**src/rtl/rc_cal_learner.sv**
```systemverilog
module rc_cal_learner #(
  parameter int W        = 16,
  parameter int ACC_W    = 24,
  parameter int SHIFT    = 3,
  parameter int PROG_THR = 3000,
  parameter int DRIFT    = 200,
  parameter int N_HI     = 31,
  parameter int N_LO     = 34,
  parameter int N_MID    = 32
) (
  input  logic         clk,
  input  logic         rst_n,
  input  logic         pulse_valid,
  input  logic [W-1:0] pulse_len,
  input  logic         cal_allow,
  input  logic         rev_mode,
  output logic         settle_req,
  input  logic         settle_ack,
  output logic         beep_req,
  input  logic         beep_ack,
  output logic         gap_req,
  input  logic         gap_ack,
  output logic         learning,
  output logic         done,
  output logic         skip,
  output logic [W-1:0] hi_ep,
  output logic [W-1:0] lo_ep,
  output logic [W-1:0] mid_ep
);
  localparam int NMAX = (N_HI > N_LO) ? ((N_HI > N_MID) ? N_HI : N_MID)
                                      : ((N_LO > N_MID) ? N_LO : N_MID);
  localparam int CW  = $clog2(NMAX + 1);
  localparam int TOP = ACC_W - 1 - SHIFT;
  localparam logic [W-1:0] THR  = W'(PROG_THR);
  localparam logic [W-1:0] LIM  = W'(DRIFT);
  localparam logic [W-1:0] LIM2 = W'(2 * DRIFT);

  typedef enum logic [2:0] {S_IDLE, S_START, S_RUN, S_SETTLE, S_BEEP, S_GAP, S_OPER} st_t;
  localparam logic [1:0] PH_HI = 2'd0, PH_LO = 2'd1, PH_MID = 2'd2;

  st_t             st;
  logic [1:0]      ph, beeps;
  logic            rev_q;
  logic [W-1:0]    ref_q;
  logic [ACC_W-1:0] acc;
  logic [CW-1:0]   cnt;

  wire [W-1:0]     win      = pulse_len - ref_q + LIM;
  wire             drift    = win > LIM2;
  wire [ACC_W-1:0] acc_nx   = acc + ACC_W'(pulse_len);
  wire [W-1:0]     avg      = acc_nx[TOP -: W];
  wire [CW-1:0]    run_len  = (ph == PH_HI) ? CW'(N_HI) : (ph == PH_LO) ? CW'(N_LO) : CW'(N_MID);
  wire             start_ok = (ph == PH_HI) ? (pulse_len >= THR) :
                              (ph == PH_LO) ? (pulse_len < hi_ep) : (pulse_len >= lo_ep);

  assign settle_req = (st == S_SETTLE);
  assign beep_req   = (st == S_BEEP);
  assign gap_req    = (st == S_GAP);
  assign learning   = (st != S_IDLE) && (st != S_OPER);

  always_ff @(posedge clk) begin
    if (!rst_n) begin
      st <= S_IDLE; ph <= PH_HI; beeps <= '0; rev_q <= 1'b0;
      ref_q <= '0; acc <= '0; cnt <= '0;
      hi_ep <= '0; lo_ep <= '0; mid_ep <= '0;
      done <= 1'b0; skip <= 1'b0;
    end else begin
      done <= 1'b0;
      skip <= 1'b0;
      case (st)
        S_IDLE: if (pulse_valid) begin
          if (cal_allow && pulse_len >= THR) begin
            ref_q <= pulse_len; ph <= PH_HI; rev_q <= rev_mode;
            acc <= '0; cnt <= CW'(N_HI); st <= S_RUN;
          end else begin
            skip <= 1'b1; st <= S_OPER;
          end
        end
        S_START: if (pulse_valid) begin
          if (start_ok) begin
            ref_q <= pulse_len; acc <= '0; cnt <= run_len; st <= S_RUN;
          end else if (ph == PH_HI) begin
            skip <= 1'b1; st <= S_OPER;
          end
        end
        S_RUN: if (pulse_valid) begin
          acc <= acc_nx;
          if (drift) st <= S_SETTLE;
          else if (cnt == CW'(1)) begin
            case (ph)
              PH_HI:   hi_ep  <= avg;
              PH_LO:   lo_ep  <= avg;
              default: mid_ep <= avg;
            endcase
            beeps <= ph + 2'd1;
            st <= S_BEEP;
          end else cnt <= cnt - CW'(1);
        end
        S_SETTLE: if (settle_ack) st <= S_START;
        S_BEEP: if (beep_ack) begin
          if (beeps == 2'd1) begin
            if (ph == PH_HI) begin ph <= PH_LO; st <= S_START; end
            else if (ph == PH_LO && rev_q) begin ph <= PH_MID; st <= S_START; end
            else begin done <= 1'b1; st <= S_OPER; end
          end else begin
            beeps <= beeps - 2'd1; st <= S_GAP;
          end
        end
        S_GAP: if (gap_ack) st <= S_BEEP;
        default: st <= S_OPER;
      endcase
    end
  end

  p_settle_hold_r5: assert property (@(posedge clk) disable iff (!rst_n)
    settle_req && !settle_ack |=> settle_req);
  p_settle_cause_r5: assert property (@(posedge clk) disable iff (!rst_n)
    $rose(settle_req) |-> $past(pulse_valid));
  p_beep_hold_r8: assert property (@(posedge clk) disable iff (!rst_n)
    beep_req && !beep_ack |=> beep_req);
  p_gap_after_beep_r8: assert property (@(posedge clk) disable iff (!rst_n)
    $rose(gap_req) |-> $past(beep_ack));
  p_done_pulse_r9: assert property (@(posedge clk) disable iff (!rst_n)
    done |=> !done);
  p_skip_quiet_r2: assert property (@(posedge clk) disable iff (!rst_n)
    skip |-> !learning && !beep_req && !done);
  p_ep_hold_r11: assert property (@(posedge clk) disable iff (!rst_n)
    !learning |=> $stable(hi_ep) && $stable(lo_ep) && $stable(mid_ep));
endmodule

```
**config.mk**
```make
export PLATFORM = sky130hd
export DESIGN_NAME = rc_cal_learner
export DESIGN_NICKNAME = d
export VERILOG_FILES = /design/src/rtl/rc_cal_learner.sv
export SDC_FILE = /design/constraint.sdc
export NUM_CORES = 1
export LEC_CHECK = 0
export BUFFER_PORTS_ARGS = -buffer_cell sky130_fd_sc_hd__buf_4
export CAP_MARGIN = 20
export CORE_MARGIN = 1.5
export CORE_UTILIZATION = 42
export DETAILED_ROUTE_END_ITERATION = 7
export PLACE_DENSITY = 0.66
export SETUP_SLACK_MARGIN = 0.1
export SLEW_MARGIN = 20
export SYNTH_ARGS = -nofsm -noshare
export SYNTH_HDL_FRONTEND = slang
export SYNTH_SLANG_ARGS = --single-unit
```
**constraint.sdc**
```tcl
create_clock -name clk -period 4.2 [get_ports clk]
set_input_delay 0.21 -clock clk [delete_from_list [all_inputs] [get_ports clk]]
set_output_delay 0.21 -clock clk [all_outputs]
set_load 0.01 [all_outputs]
```
* After elaboration in Yosys (flattened, before gate mapping) *
Cells that the tools add are included.

word-level totals
  word-level logic and storage cells = 133
  input port bits = 24
  output and inout port bits = 54
  register bits after elaboration = 104

operators by class
  bitwise logic cells = 6
  equality and inequality tests = 25
  muxes and demuxes = 58
  $lt $le $gt $ge = 4
  reductions and logical operators = 22
  add/subtract/negate cells = 6

operator list
  cell                     number
  $mux W24                 5
  $pmux W24 S3             1
  $mux W16                 4
  $mux W6                  8
  $mux W3                  14
  $pmux W16 S2             1
  $add A24 B16 Y24         1
  $mux W2                  12
  $reduce_and A5 Y1        4
  $ne A2 B2 Y1 const B     9
  $pmux W3 S6              1
  $pmux W6 S3              1
  $reduce_and A6 Y1        3
  $add A16 B8 Y16 const B  1
  $ge A16 B12 Y1 const B   1
  $ge A16 B16 Y1           1
  $gt A16 B9 Y1 const B    1
  $lt A16 B16 Y1           1
  $reduce_and A8 Y1        2
  $sub A16 B16 Y16         1
  $ne A3 B3 Y1 const B     3
  $mux W1                  8
  $ne A2 B1 Y1 const B     4
  $pmux W2 S2              2
  19 further kinds         32

* Longest topological paths before layout *
Gate-level depths: netlist of the first run.

  depth in word-level cells = 7
  mapped depth = 16
  depth with buffers taken out = 14

* Worst setup path before layout of the first run *
OpenSTA, ideal clock, no wires.

  path kind = register -> register
  start point = register ref_q[1]
  end point = register hi_ep[10]
  path slack = 0.896 ns
  library setup time = 0.128 ns
  arrival = 3.177 ns
  period minus slack after synthesis = 3.304 ns
  cell stages (with the launch flop) = 16
  buffers on the path = 2
  required time = 4.072 ns
  path through = dfxtp_1 -> inv_1 -> ha_1 -> ha_1 -> fa_1 -> a21o_1 -> a21oi_1 -> o211a_1 -> nor3_1 -> nor4b_1 -> o211ai_2 -> nor3_1 -> buf_4 -> buf_6 -> mux2i_1 -> nor2_1

on the way
  longest elaborated chain between the ends = 5

ends and longest elaborated chain
  item                         line  RTL
  start: declaration           44    logic [W-1:0] ref_q;
  start signal: assignment     64    ref_q <= '0; acc <= '0; cnt <= '0;
  start signal: assignment     73    ref_q <= pulse_len; ph <= PH_HI; rev_q <= rev_mode;
  start signal: assignment     81    ref_q <= pulse_len; acc <= '0; cnt <= run_len; st <= S_RUN;
  $sub A16 B16 Y16             48    wire [W-1:0] win = pulse_len - ref_q + LIM;
  $add A16 B8 Y16              48
  $gt A16 B9 Y1                49    wire drift = win > LIM2;
  $not A1 Y1 (no line)         -
  $reduce_and A5 Y1 (no line)  -
  end signal: assignment       91    PH_HI: hi_ep <= avg;
  end: declaration             26    output logic [W-1:0] hi_ep,

Every way passes these cells.
A chain may end at the register's enable or synchronous reset.

* Final worst setup path of the first run *
  start point = register ref_q[1]
  end point = register st[2]

on the way
  longest elaborated chain between the ends = 6

ends and longest elaborated chain
  item                    line  RTL
  $sub A16 B16 Y16 (*)    48
  $add A16 B8 Y16 (*)     48
  $gt A16 B9 Y1 (*)       49
  $mux W3                 88    if (drift) st <= S_SETTLE;
  $mux W3                 86    S_RUN: if (pulse_valid) begin
  $pmux W3 S6             70    case (st)
  end signal: assignment  74    acc <= '0; cnt <= CW'(N_HI); st <= S_RUN;
  end signal: assignment  76    skip <= 1'b1; st <= S_OPER;
  end signal: assignment  88
  end: declaration        41    st_t st;

Mark *: on every way between the ends. The rest lies on a longest branch, timed or not. The select of a mux whose other input is x is not followed.

==> impl_metrics.ini, run 1 <==
[sta]
finalCriticalPeriod_ps = 3770
rsz0062_at_grt = no
hold_violations = 0
tightest_slew_ps = 1080
maxSlewViolCount = 0
slew_headroom_pct = 27.7
timing.final.ws_setup_ps = 433
fin_skew_ps = 12.8
setup_viol = 0
fin_crit_sh_pct = 89.7
tns_ps = 0
clock.fmax_mhz = 265

[worst_setup_path]
critPathBufInv = 1
crit_fanout = 10
cp.depth = 13
ff2ff_path_depth = 13
crit_family = compound AO/OA/AOI/OAI gates
required_ps = 4460
start_kind = flip-flop
critPathKind = reg2reg
end_kind = flip-flop
crit_chain = inv_1 > ha_1 > ha_1 > fa_1 > a21o_1 > a21oi_1 > o211a_1 > nor3_1 > nor4b_1 > o211ai_2 > nor3b_4 > a21oi_1 > a31o_2
slowest_stage = nor3b_4
cp_slowest_stage_delay_ps = 480
crit_arrival_ps = 4020

[floorplanning]
die_w_um = 131
fp.coreArea_mm2 = 0.0159
initial_utilization_pct = 43.2
rows = 46
dieArea_mm2 = 0.0172
io_pins = 78
die-height_um = 131

[place]
dpl.cell_count = 1091
io_buffers = 77
place_ws_ps = 497
place_hpwl_mm = 13.1
placedInstanceArea_mm2 = 0.00763
gp_congestion = 0.933

[drt]
drtAntennaViolNets = 0
wl_mm = 17.4
vias_per_cell = 5.46
drc_errors = 0
first_pass_iters = 7
wl_per_cell_um = 15.7
drtIter0Drc = 383
vias = 6042

[synthesis]
syn_area_per_cell_um2 = 8.35
synth-simple-area-share_pct = 17.2
yosysTopAreaCellShare_pct = 29.4
synth_compound_area_share_pct = 19.1
ys_types = 69
async_reset_ff_share_pct = 0
synth_top_family_by_area = compound AO/OA/AOI/OAI gates
synthAdderAreaFrac_pct = 15.3
synth_warnings = 0
yosysSeqAreaShare_pct = 29.4
netlist_top_cells_area = dfxtp_1 (29%), ha_1 (15%), mux2i_1 (8.6%), nor2_1 (6.2%), inv_1 (4.0%)
ys_seq_elements = 101
syn_area_mm2 = 0.00689
synth_nets = 932
synth_xor_area_share_pct = 3.56
synthCells = 825
synth-edff-count = 0
ys.flop_type = dfxtp_1
synth_area_leader_cell = dfxtp_1
muxShareOfSynthArea_pct = 8.74

[clock_network]
clk_path_buf_depth = 2
cts_tree = yes
cts_made_buffers = 9
cts_resized = 0
path_clk_slew_ps = 70
hold_buffers = 0
clkLatencyLatePin_ps = 360
clock-sinks = 101
cts_setup_buffers = 0
cts_root_buf = clkbuf_16
htree_num_levels = 3

[global_route]
grt_pass1_wl_mm = 28.4
overflow = 0
grt_pass1_vias = 5634
antenna_found_initial = 0
grt_max_degree = 55
track_usage_pct = 21.1

[worst_hold_path]
hold_path_depth = 3
hp-class = in2reg

[run_status]
status = complete, no violations

[cells_and_area]
diodes = 0
fillers = 1585
layout-drive-gt1-share_pct = 13.2
area_delta_synth_final_pct = 14.8
finalNonFillerCells = 1107
nets = 993
final_area_mm2 = 0.00791

[run]
maxCapViolCount = 0

[power_and_ir_drop]
clkPwrFrac_pct = 25.4
power_switching_share_pct = 37.9
pwr-share-comb_pct = 39.3
p_leak_nw = 3.28
p_switching_mw = 1.20
power.density_mw_per_mm2 = 400
finalPower_mw = 3.16
p_int_mw = 1.96
pwr-share-seq_pct = 35.2
ir_worst_vdd_uv = 213
==> layer usage <==
metal | share of wire, % | wire [µm] | global-route usage, %
met3 | 5.4 | 943 | 4.30
met2 | 44 | 7710 | 33.6
met1 | 49 | 8480 | 29.2
met4 | 1.7 | 289 | 5.56
met5 | 0 | 0 | 0
==> synth_stat cells, drive strengths merged, types with 7 or more instances <==
cell and count:
a21oi 49, clkbuf 20, inv 74, o21ai 31
buf 15, ha 81, nor2 113, nor3 18
xnor2 15, mux2i 59, nand3 15, a21o 21
and3 15, a31oi 10, or3 7, dfxtp 101
xor2 13, nand2 44, nor2b 9, a211oi 11
a22oi 19
==> layout by cell type, fill, tap and decap left out, types with 13 or more instances in the layout <==
cell / n
nor3_1: 15
a21o_1: 20
xnor2_1: 15
ha_1: 81
buf_4: 85
mux2i_1: 59
nor2_1: 113
nand2_1: 43
xor2_1: 13
and3_1: 14
inv_1: 73
dfxtp_1: 101
a21oi_1: 48
o21ai_0: 31
a22oi_1: 19
nand3_1: 15
==> path summary, 6_finish.rpt <==
path                    from          to  slack, ps
hold reg to reg   mid_ep[11]  mid_ep[11]        480
setup reg to reg    ref_q[1]       st[2]        430
hold / removal      rev_mode       rev_q        100
setup / recovery    ref_q[1]       st[2]        430
==> power groups by stage <==
stage,sequential (mW),combinational [mW],clock (mW)
after global placement,1.13,1.23,0
after detailed placement,1.13,1.23,0
after global routing,1.13,1.40,0.855
final,1.11,1.24,0.804
after CTS,1.11,1.24,0.816
after floorplan,1.11,0.974,0
==> registers in the layout, summed over array words and instances, names as in the netlist <==
name,cells
ref_q,16
cnt,6
acc,21
lo_ep,16
st,3
beeps,2
rev_q,1
skip,1
mid_ep,16
hi_ep,16
ph,2
done,1
==> logic make-up (layout without fill, tap and decap cells) <==
family	after synthesis	in the layout
fa+ha+maj	83	83
simple gates	252	252
mux	60	60
flops	101	101
xor+xnor	28	28
compound gates	192	192
buf+inv	109	175
==> final cells by class <==
type                    count  area, µm²  area share [%]
multi-input cells         615       4420            55.9
flip-flops and latches    101       2020            25.6
repair buffers             85        638            8.07
inverters                  74        278            3.51
well taps                 216        270            3.42
clock buffers              12        246            3.12
clock inverters             4       31.3           0.396
==> tightest hold or removal path, delay by kind of cell <==
family	cells	cell delay [ps]
compound gates	1	50
buf+inv	1	110
simple gates	1	40
==> through the flow <==
| stage | utilization, % | hold WS (ps) |
|---|---|---|
| 5_1_grt | 49.6 | 100 |
| 3_5_place_dp | 47.8 | 471 |
| 4_1_cts | 49.6 | 94.2 |
| 3_3_place_gp | 47.8 | 463 |
| 6_report | 49.6 | 104 |
| 2_1_floorplan | - | 346 |
Note: power is estimated with default switching activity, not from simulation.
==> run 2: changes to the inputs <==
Settings changed: CORE_UTILIZATION 42 to 60, PLACE_DENSITY 0.66 to 0.87.
==> run 2 against run 1 <==
Wire length fell by 0.11%. Clock skew fell by 1.7 ps. First-iteration DRC count down 2.3%. Final cell count down 7.0%. Non-clock buffer count shrank 2. Critical path depth grew 1. Largest power group unchanged.
==> impl_metrics.ini, run 2 (synthesized netlist as in run 1, its figures left out) <==
[clock_network]
cts_made_buffers = 9
path_clk_slew_ps = 70
cts_setup_buffers = 0
cts_root_buf = clkbuf_16
clock-sinks = 101
cts_resized = 0
hold_buffers = 0
htree_num_levels = 3
clk_path_buf_depth = 2
cts_tree = yes
clkLatencyLatePin_ps = 360

[drt]
vias_per_cell = 6.07
vias = 6249
first_pass_iters = 5
drc_errors = 0
wl_per_cell_um = 16.9
drtIter0Drc = 374
wl_mm = 17.4
drtAntennaViolNets = 0

[worst_setup_path]
timing.rr.start = ref_q[1]
crit_arrival_ps = 3970
r2r-end = hi_ep[14]
end_kind = flip-flop
required_ps = 4430
ff2ff_path_depth = 14
reg2reg_slack_ps = 450
critPathKind = reg2reg
crit_fanout = 19
start_kind = flip-flop

[sta]
fin_skew_ps = 11.1
fin_crit_sh_pct = 89.2
tns_ps = 0
rsz0062_at_grt = no
tightest_slew_ps = 1070
maxSlewViolCount = 0
finalCriticalPeriod_ps = 3750
hold_violations = 0
clock.fmax_mhz = 267
setup_viol = 0
slew_headroom_pct = 28.4

[power_and_ir_drop]
clkPwrFrac_pct = 27.2
p_leak_nw = 3.29
p_switching_mw = 1.24
p_int_mw = 2.01
power_switching_share_pct = 38.2
power.density_mw_per_mm2 = 416
pwr-share-comb_pct = 38.5
pwr-share-seq_pct = 34.3
ir_worst_vdd_uv = 368

[worst_hold_path]
whs_endpoint = rev_q
hp-class = in2reg
hp-start = rev_mode
hold_path_depth = 3

[cells_and_area]
regArea_mm2 = 0.00202
largest_reg_flops = 21
fillers = 862
multiInputGateArea_mm2 = 0.00442
diodes = 0
regMostFlops = acc
layout_common_cells = nor2_1 (113), dfxtp_1 (101), buf_4 (83)
fin_util_pct = 71.0
area_delta_synth_final_pct = 13.7
final_common_cell = nor2_1
nets = 991
layout-drive-gt1-share_pct = 13.3

[global_route]
grt_pass1_wl_mm = 27.8
grt_pass1_vias = 5723
grt_max_degree = 45
antenna_found_initial = 0
track_usage_pct = 29.6
overflow = 0

[run_status]
status = complete, no violations

[floorplanning]
die_w_um = 110
initial_utilization_pct = 62.4
io_pins = 78
rows = 38
fp.coreArea_mm2 = 0.0110
dieArea_mm2 = 0.0121
die-height_um = 110

[place]
io_buffers = 77
place_hpwl_mm = 12.4
gp_congestion = 0.885

[run]
maxCapViolCount = 0
==> run 2: layer usage <==
metal | global-route usage (%) | share of wire (%) | up-vias
met4 | 8.70 | 1.6 | 0
met2 | 48.8 | 48 | 237
li1 | - | - | 3066
met5 | 0 | 0 | -
met3 | 6.00 | 7.5 | 22
met1 | 39.1 | 43 | 2924
==> run 2: how the worst max path moves through the flow <==
stage,slack (ps),end,start,cells past startpoint
after floorplan,900,hi_ep[10],ref_q[1],15
after global placement,560,st[2],pulse_len[1],13
after detailed placement,450,st[2],pulse_len[1],13
after CTS,470,hi_ep[14],ref_q[1],14
after global routing,200,st[0],ref_q[1],13
final,450,hi_ep[14],ref_q[1],14
==> run 2: area by class of cell <==
cell class | count | share of cell area, %
Timing Repair Buffer | 83 | 7.95
Multi-Input combinational cell | 615 | 56.4
Inverter | 74 | 3.55
Tap cell | 140 | 2.24
Clock buffer | 9 | 2.87
Clock inverter | 7 | 1.17
Sequential cell | 101 | 25.8
==> run 2: critical path, cell delays in order (launching register included) <==
cell	delay (ps)
dfxtp_1	330
inv_1	40
ha_1	280
ha_1	250
fa_1	420
a21o_1	210
a21oi_1	270
o211a_1	180
nor3_1	60
nor4b_1	320
o211ai_2	290
nor3_2	300
buf_4	320
mux2i_1	260
nor2_1	70
==> run 2: through the flow <==
step	cell area [µm²]	worst slack, ps	total power, mW	hold WS [ps]	instances
finish	7830	453	3.26	102	1029
global placement	7520	560	2.33	453	1013
detailed placement	7520	453	2.35	456	1013
global route	7830	202	3.46	101	1029
floorplan	6890	896	2.08	346	825
CTS	7830	468	3.25	93.2	1029
==> run 2: power by group through the flow <==
stage / Sequential, mW / Clock [mW] / Combinational (mW)
2_1_floorplan: 1.11 / 0 / 0.974
3_3_place_gp: 1.13 / 0 / 1.19
3_5_place_dp: 1.13 / 0 / 1.22
4_1_cts: 1.11 / 0.898 / 1.24
5_1_grt: 1.13 / 0.936 / 1.39
6_report: 1.12 / 0.888 / 1.25
==> run 3: changes to the inputs <==
Clock period 4.2 ns to 4.65 ns, I/O delays scaled along.
==> run 3 against run 2 <==
Die area stayed put. Design area hardly changed. Clock skew is 3.9 ps lower. Register-to-register slack better by 490 ps. Via count is 0.91% higher. Global-route usage is 1.1 points higher. Maximum frequency is 1.2% higher. Sequential share of layout area hardly changed. Sequential power is 9.8% lower. Utilization hardly changed. First-iteration DRC count is 31% higher. Final cell count hardly changed. Critical endpoint is now hi_ep[8]. Highest routed layer unchanged.
==> impl_metrics.ini, run 3 (synthesized netlist as in run 1, its figures left out) <==
[sta]
timing.final.ws_setup_ps = 947
rsz0062_at_grt = no
fin_skew_ps = 7.14
slew_headroom_pct = 28.2
maxSlewViolCount = 0
clock.fmax_mhz = 270
setup_viol = 0
fin_crit_sh_pct = 79.6
tns_ps = 0
hold_violations = 0
finalCriticalPeriod_ps = 3700
worst_hold_slack_ps = 130
tightest_slew_ps = 1080

[power_and_ir_drop]
finalPower_mw = 2.95
power.density_mw_per_mm2 = 377
p_leak_nw = 3.29
ir_worst_vdd_uv = 345

[global_route]
antenna_found_initial = 0
track_usage_pct = 30.6
grt_max_degree = 48
grt-busiest-layer = met2
use_met3_pct = 7.41
overflow = 0
use_met1_pct = 37.5
use_met2_pct = 50.8
grt_pass1_vias = 6041
grt_pass1_wl_mm = 28.7

[place]
placedInstanceArea_mm2 = 0.00751
place_ws_ps = 920
place_hpwl_mm = 12.7
gp_congestion = 0.903
io_buffers = 77
dpl.cell_count = 1012

[worst_hold_path]
hold_path_depth = 3
whs_endpoint = rev_q
hp-class = in2reg
hp-start = rev_mode

[clock_network]
path_clk_slew_ps = 70
hold_buffers = 0
cts_tree = yes
clkLatencyLatePin_ps = 360
cts_root_buf = clkbuf_16
htree_num_levels = 3
clk_path_buf_depth = 2
cts_resized = 0
cts_made_buffers = 9
cts_setup_buffers = 0
clock-sinks = 101

[run]
maxCapViolCount = 0

[worst_setup_path]
crit_fanout = 19
critPathBufInv = 2
cp_slowest_stage_delay_ps = 420
crit_arrival_ps = 3920
start_kind = flip-flop
reg2reg_slack_ps = 950
crit_chain = inv_1 > ha_1 > ha_1 > fa_1 > a21o_1 > a21oi_1 > o211a_1 > nor3_1 > nor4b_1 > o211ai_2 > nor3_2 > buf_4 > mux2i_1 > nor2_1
timing.rr.start = ref_q[1]
slowest_stage = fa_1
ff2ff_path_depth = 14
end_kind = flip-flop
crit_family = adder cells
r2r-end = hi_ep[8]
required_ps = 4870
critPathKind = reg2reg
critPathMostFrequentCell = ha_1

[floorplanning]
fp.coreArea_mm2 = 0.0110
rows = 38
initial_utilization_pct = 62.4
die_w_um = 110
io_pins = 78
dieArea_mm2 = 0.0121
die-height_um = 110

[cells_and_area]
final_common_cell = nor2_1
layout_common_cells = nor2_1 (113), dfxtp_1 (101), buf_4 (82)
diodes = 0
finalNonFillerCells = 1028
regMostFlops = acc
largest_reg_flops = 21
area_delta_synth_final_pct = 13.7
layout-drive-gt1-share_pct = 13.2
fin_util_pct = 71.0
nets = 990
final_area_mm2 = 0.00783

[drt]
drc_errors = 0
drtIter0Drc = 489
first_pass_iters = 6
wl_mm = 17.6
wl_per_cell_um = 17.1
vias = 6306
vias_per_cell = 6.13
drtAntennaViolNets = 0

[run_status]
status = complete, no violations
-- run 3: cell count changes in the layout (fill, tap and decap cells not counted), sizes merged --
cell,previous run,this run
buf,83,82
-- run 3: worst max-delay path by stage --
stage                            start  slack, ps         to  cells after the start
after floorplan               ref_q[1]       1350  hi_ep[10]                     15
after global placement    pulse_len[1]       1000      st[2]                     13
after detailed placement  pulse_len[1]        920  hi_ep[14]                     14
after CTS                     ref_q[1]        960   hi_ep[3]                     14
after global routing          ref_q[1]        640      st[0]                     13
final                         ref_q[1]        950   hi_ep[8]                     14
-- run 3: cell type report --
class                           instances  area [µm²]
Multi-Input combinational cell        615        4420
Fill cell                             888        3200
Sequential cell                       101        2020
Timing Repair Buffer                   82         616
Inverter                               74         278
Clock buffer                            9         225
Tap cell                              140         175
Clock inverter                          7        93.8
-- run 3: worst register-to-register path, stage by stage (launching register included) --
cell and delay [ps]:
dfxtp_1 330, inv_1 40, ha_1 270, ha_1 250
fa_1 420, a21o_1 210, a21oi_1 270, o211a_1 180
nor3_1 60, nor4b_1 330, o211ai_2 280, nor3_2 300
buf_4 330, mux2i_1 240, nor2_1 50
-- run 3: where the power goes --
group	internal (mW)	switching [mW]
clock network	0.432	0.377
logic	0.455	0.676
registers	0.935	0.0745
total	1.82	1.13
-- run 3: metal layers --
metal  part of all wire [%]  vias up
met4                    3.4        0
met3                    7.9       40
met1                     42     2960
met2                     47      251
li1                       -     3055
met5                      0        -
